[src/rtl/tx_gap_pkg.sv]
package tx_gap_pkg;

  typedef enum logic {
    DUPLEX_HALF = 1'b0,
    DUPLEX_FULL = 1'b1
  } duplex_e;

  // Saturate a value into [lo, hi].
  function automatic int unsigned clamp_u(input int unsigned v,
                                          input int unsigned lo,
                                          input int unsigned hi);
    if (v < lo)      return lo;
    else if (v > hi) return hi;
    else             return v;
  endfunction

endpackage

[src/rtl/tx_gap_rst_sync.sv]
module tx_gap_rst_sync #(
  parameter int STAGES = 2
) (
  input  logic clk,
  input  logic rst_n,
  output logic rst_sync_n
);

  logic [STAGES-1:0] sync_q;
  logic [STAGES-1:0] sync_d;

  always_comb begin
    sync_d = {sync_q[STAGES-2:0], 1'b1};
  end

  always_ff @(posedge clk or negedge rst_n) begin
    if (!rst_n) sync_q <= '0;
    else        sync_q <= sync_d;
  end

  assign rst_sync_n = sync_q[STAGES-1];

endmodule

[src/rtl/tx_gap_target.sv]
module tx_gap_target
  import tx_gap_pkg::*;
#(
  parameter int GAP_W          = 5,
  parameter int CNT_W          = 6,
  parameter int MIN_B          = 8,
  parameter int MAX_B          = 27,
  parameter int TICKS_PER_BYTE = 2,
  parameter int IDLE_TICKS     = 24
) (
  input  logic             full_duplex,
  input  logic [GAP_W-1:0] gap_bytes,
  output logic [CNT_W-1:0] target
);

  logic [CNT_W-1:0] fd_target;
  logic [CNT_W-1:0] hd_target;

  always_comb begin
    int unsigned clamped;
    clamped   = clamp_u(int'(gap_bytes), MIN_B, MAX_B);
    fd_target = CNT_W'(clamped * TICKS_PER_BYTE);
    hd_target = CNT_W'(IDLE_TICKS);
    target    = (duplex_e'(full_duplex) == DUPLEX_FULL) ? fd_target : hd_target;
  end

endmodule

[src/rtl/tx_gap_counter.sv]
module tx_gap_counter #(
  parameter int CNT_W = 6
) (
  input  logic             clk,
  input  logic             rst_n,
  input  logic             clr,
  input  logic             tick,
  input  logic [CNT_W-1:0] target,
  output logic             reached
);

  logic [CNT_W-1:0] cnt_q;
  logic [CNT_W-1:0] cnt_d;
  logic             cnt_en;

  always_comb begin
    reached = (cnt_q >= target);
    cnt_en  = clr || (tick && !reached);
    if (clr) cnt_d = '0;
    else     cnt_d = cnt_q + CNT_W'(1);
  end

  always_ff @(posedge clk or negedge rst_n) begin
    if (!rst_n)      cnt_q <= '0;
    else if (cnt_en) cnt_q <= cnt_d;
  end

endmodule

[src/rtl/tx_gap_defer.sv]
module tx_gap_defer #(
  parameter int GAP_W     = 5,
  parameter int CNT_W     = 6,
  parameter int MIN_B     = 8,
  parameter int MAX_B     = 27,
  parameter int IDLE_BITS = 96,
  parameter int TICK_BITS = 4,
  parameter int SYNC_STG  = 2
) (
  input  logic             clk,
  input  logic             rst_n,
  input  logic             nib_tick,
  input  logic             full_duplex,
  input  logic [GAP_W-1:0] gap_bytes,
  input  logic             tx_begin,
  input  logic             tx_done,
  input  logic             carrier_sense,
  input  logic             backoff_done,
  output logic             tx_permit
);

  localparam int TICKS_PER_BYTE = 8 / TICK_BITS;
  localparam int IDLE_TICKS     = IDLE_BITS / TICK_BITS;

  logic             rst_i_n;
  logic [CNT_W-1:0] target;
  logic             reached;
  logic             cnt_clr;
  logic             hd_busy_line;
  logic             busy_q, busy_d, busy_en;
  logic             permit_q, permit_d, permit_en;

  tx_gap_rst_sync #(.STAGES(SYNC_STG)) u_rst (
    .clk        (clk),
    .rst_n      (rst_n),
    .rst_sync_n (rst_i_n)
  );

  tx_gap_target #(
    .GAP_W          (GAP_W),
    .CNT_W          (CNT_W),
    .MIN_B          (MIN_B),
    .MAX_B          (MAX_B),
    .TICKS_PER_BYTE (TICKS_PER_BYTE),
    .IDLE_TICKS     (IDLE_TICKS)
  ) u_target (
    .full_duplex (full_duplex),
    .gap_bytes   (gap_bytes),
    .target      (target)
  );

  tx_gap_counter #(.CNT_W(CNT_W)) u_cnt (
    .clk     (clk),
    .rst_n   (rst_i_n),
    .clr     (cnt_clr),
    .tick    (nib_tick),
    .target  (target),
    .reached (reached)
  );

  // Next-state logic
  always_comb begin
    hd_busy_line = !full_duplex && carrier_sense;
    cnt_clr      = busy_q || tx_begin || tx_done || hd_busy_line;

    busy_en = tx_begin || tx_done;
    busy_d  = tx_begin;

    permit_d  = !busy_q && !tx_begin && reached &&
                (full_duplex || (backoff_done && !carrier_sense));
    permit_en = (permit_d != permit_q);
  end

  // State registers
  always_ff @(posedge clk or negedge rst_i_n) begin
    if (!rst_i_n) begin
      busy_q   <= 1'b0;
      permit_q <= 1'b0;
    end else begin
      if (busy_en)   busy_q   <= busy_d;
      if (permit_en) permit_q <= permit_d;
    end
  end

  assign tx_permit = permit_q;

endmodule

[config.mk]
export PLATFORM = sky130hd
export DESIGN_NAME = tx_gap_defer
export DESIGN_NICKNAME = d
export VERILOG_FILES = /design/src/rtl/tx_gap_pkg.sv /design/src/rtl/tx_gap_rst_sync.sv /design/src/rtl/tx_gap_target.sv /design/src/rtl/tx_gap_counter.sv /design/src/rtl/tx_gap_defer.sv
export SDC_FILE = /design/constraint.sdc
export NUM_CORES = 1
export LEC_CHECK = 0
export BUFFER_PORTS_ARGS = -buffer_cell sky130_fd_sc_hd__buf_2
export CAP_MARGIN = 40
export CORE_ASPECT_RATIO = 0.8
export CORE_MARGIN = 2
export CORE_UTILIZATION = 30
export DETAILED_ROUTE_END_ITERATION = 8
export PLACE_DENSITY = 0.54
export SYNTH_ARGS = -nofsm -noshare
export SYNTH_HDL_FRONTEND = slang
export SYNTH_SLANG_ARGS = --single-unit
export TNS_END_PERCENT = 10
[constraint.sdc]
create_clock -name clk -period 0.98 [get_ports clk]
set_input_delay 0.098 -clock clk [delete_from_list [all_inputs] [get_ports clk]]
set_output_delay 0.098 -clock clk [all_outputs]
set_load 0.02 [all_outputs]
==> impl_results.md <==
- Status: finished, violations left
- Failing checks: setup timing
- Boundary pin count: 14
- Vias in the first global route: 564
- R2r startpoint: u_cnt.cnt_q[5]
- CTS Buf Count: 3
- Reg2reg path depth: 6
- Nets: 118
- Max Fclk: 601.6 MHz
- Part of the cycle the worst path needs: 169.6%
- Critical Path RT: 1.13 ns
- Post-CTS setup buffer count: 0
- Worst-path fanout max: 3
- # setup viols final: 7
- CTS tree: built
- Post-synth cell types: 25
- Synth top area cells: dfrtp_1 40%, ha_1 12%, nor2_1 5.4%
- Hold Crit Class: in2reg
- Count leader, synth: dfrtp_1
- Synthesized area per cell: 9.356 sq um
- Number of buffers and inverters on the critical path: 0
- First-pass GRT wire length: 2.428 mm
- Synthesized area: 626.9 sq um
- Synth Instances: 67
- Initial antenna violation count: 0
- Worst-path clk slew: ~0.070 ns
- DRC Markers: 0
- Share of post-route cells with drive strength above 1: between 40% and 50%
- Drt total wl: 1.425 mm
- GRT overflow: 0
- Post-DRT Antenna Nets: 0
- Largest net degree at the start of global routing: 9
- Iter 0 DRT Violations: 6
- Top post-synthesis cells by count: 10 x dfrtp_1, 9 x nor2_1, 6 x ha_1, 6 x nand2_1, 5 x inv_1
- Max Buffers Root-to-Sink: 2
- Core Region: 1927 sq um
- Mapped Nets: 86
- Initial Util: around a third
- Post-synth EDFFs: 0
- Area grow syn2layout: 50.70%
- Antenna Cells: 0
- Post-synth top area cell: dfrtp_1
- Hold path start: tx_begin
- Worst path max stage delay: 0.41 ns
- GP Congestion: 0.7787
- Delay-heaviest family, CP: flip-flops
- Non-Filler Instances: approximately 120
- DIE WIDTH: approximately 55 um
- Pre-CTS WS: -0.8387 ns
- Cell Rows: 14
- Worst skew pair latency: about 0.26 ns
- Async SR Flop Fraction: 100.0%
- Final min period: 1.662 ns
- Min-Delay Path Depth: 2
- GR Util All Layers: between 10% and 20%
- Peak VDD IR: 0.5366 mV
- Vias per Instance: 4.877
- WP data arrival: 1.81 ns
- Worst path cell trace: ha_4 > a21oi_4 > nand2_2 > nor3_4 > nand4_1 > mux2_4
- H-Tree Depth: 1
- Final worst slack: -0.6823 ns
- Cell Count Post-Placement: 118
- Drt wl/cell: 11.68 um
- DRT Pass-1 Iters: 4
- Number of buffers added on ports: 13
- Synth Flop Type: dfrtp_1
- Final Slew Violations: 0
- Die area: 2473 sq um
- CTS root buffer: clkbuf_4
- Top cell type's share of synthesized area: 39.92%
- Sequential-to-total area share from yosys stat: 39.92%
- Die Span Y: 44.89 um
- Seq cells post-synth: 10
- Critical R2R Capture: u_cnt.cnt_q[3]
- Fillers: 194
- Clk sink count: 10
- Worst hold margin: 0.02511 ns
- WS Path Type: reg2reg
- Max cap viols: 0
- CP endpoint kind: flip-flop
- Setup TNS: -4.233 ns
- P per Cell Area: between 900 and 1000 nW/um^2
- Leakage power: 0.4364 nW
- R2r setup slk: -0.68 ns
- Vias post-DR: 595
- RSZ-0062 raised after global routing: true
- Hold Path Sink: tx_permit
- Hpwl dp: 1.119 mm
- Hold Vio Cnt, Final: 0
- Startpoint class of the critical path: flip-flop
- Worst Clk Skew: 0.001088 ns
- Warnings, synthesis: 0
- Slowest cell on crit path: dfrtp_1
-- area by class of cell --
type	instances	area (sq um)	share of cell area, %
Clock buffer	4	36.28	3.841
Multi-Input combinational cell	52	436.7	46.23
Inverter	5	18.77	1.987
Tap cell	24	30.03	3.179
Timing Repair Buffer	27	172.7	18.28
Sequential cell	10	250.2	26.49
-- sequential cells by signal, indices dropped and copies added, names as in the netlist --
register / cells
u_rst.sync_q: 2
u_cnt.cnt_q: 6
tx_permit: 1
busy_q: 1
-- placed cells by master (no fill, tap or decap) --
master,instances
a2111oi_2,1
xnor2_1,2
nand3_2,1
mux2i_1,1
a21boi_0,2
nand2b_1,1
a31o_2,1
a21oi_4,2
nand3_1,1
xnor2_2,1
nand4_1,3
a21oi_2,2
clkbuf_8,1
ha_1,4
a21oi_1,1
clkbuf_4,3
nor2_1,8
ha_4,2
mux2_4,1
nor3_4,1
buf_2,13
and4_2,1
nand2_2,1
o21ai_1,1
dfrtp_1,10
conb_1,1
xor2_1,1
inv_1,5
nor3_1,1
nor3_2,1
nor2_2,1
nor4_1,1
dlygate4sd3_1,1
buf_4,13
a21o_1,1
nand2_1,5
o21ai_0,2
-- worst reg2reg max path, delay by kind of cell (launching register included) --
| kind | cells | cell delay (ns) |
|---|---|---|
| DFF | 1 | 0.41 |
| AOI/OAI and AO/OA | 1 | 0.18 |
| adders and majority gates | 1 | 0.27 |
| muxes | 1 | 0.31 |
| and+or+nand+nor | 3 | 0.39 |
-- logic make-up (layout without fill, tap and decap cells) --
family	after synthesis	after routing	synth area share [%]
AND/OR/NAND/NOR	26	26	21.36
adder cells (fa/ha/maj)	6	6	11.98
AO/OA/AOI/OAI	13	13	14.17
other	1	1	0.5982
XOR/XNOR	4	4	5.590
flip-flops	10	10	39.92
buffers and inverters	5	36	2.994
multiplexers	2	2	3.393
-- worst max-delay path by stage --
stage,depth (start not counted),start,endpoint
detailed placement,10,gap_bytes[4],u_cnt.cnt_q[4]
floorplan,6,u_cnt.cnt_q[5],u_cnt.cnt_q[3]
CTS,6,u_cnt.cnt_q[5],u_cnt.cnt_q[3]
finish,6,u_cnt.cnt_q[5],u_cnt.cnt_q[3]
global route,6,u_cnt.cnt_q[5],u_cnt.cnt_q[4]
global placement,10,gap_bytes[4],u_cnt.cnt_q[4]
-- routing by layer --
metal / vias up / global-route usage [%] / routed length [um]
li1: 296 / - / -
met1: 281 / 19.21 / 724
met2: 14 / 21.19 / 602
met3: 4 / 2.980 / 84
met4: 0 / 6.829 / 14
met5: - / 0 / 0
-- through the flow --
| stage | total power [mW] | utilization (%) | cell area [sq um] |
|---|---|---|---|
| after global routing | 0.9926 | 49.03 | 944.7 |
| after detailed placement | 0.5588 | 44.42 | 855.8 |
| after floorplan | 0.4928 | - | 655.6 |
| after CTS | 0.9520 | 48.64 | 937.1 |
| final | 0.9334 | 49.03 | 944.7 |
| after global placement | 0.5561 | 44.42 | 855.8 |
-- where the power goes --
| group | internal, mW | leakage (nW) | switching [mW] |
|---|---|---|---|
| combinational | 0.0681 | 0.284 | 0.0652 |
| clock | 0.225 | 0.0210 | 0.145 |
| sequential | 0.420 | 0.132 | 0.00945 |
-- what timing repair did --
action / CTS / global route
cloned: 0 / 0
setup endpoints to repair: 7 / 7
pin swaps: 9 / 1
hold buffers: 1 / 0
hold endpoints to repair: 2 / 0
resized for setup: 7 / 1
Power figures use the tool's default switching activity.
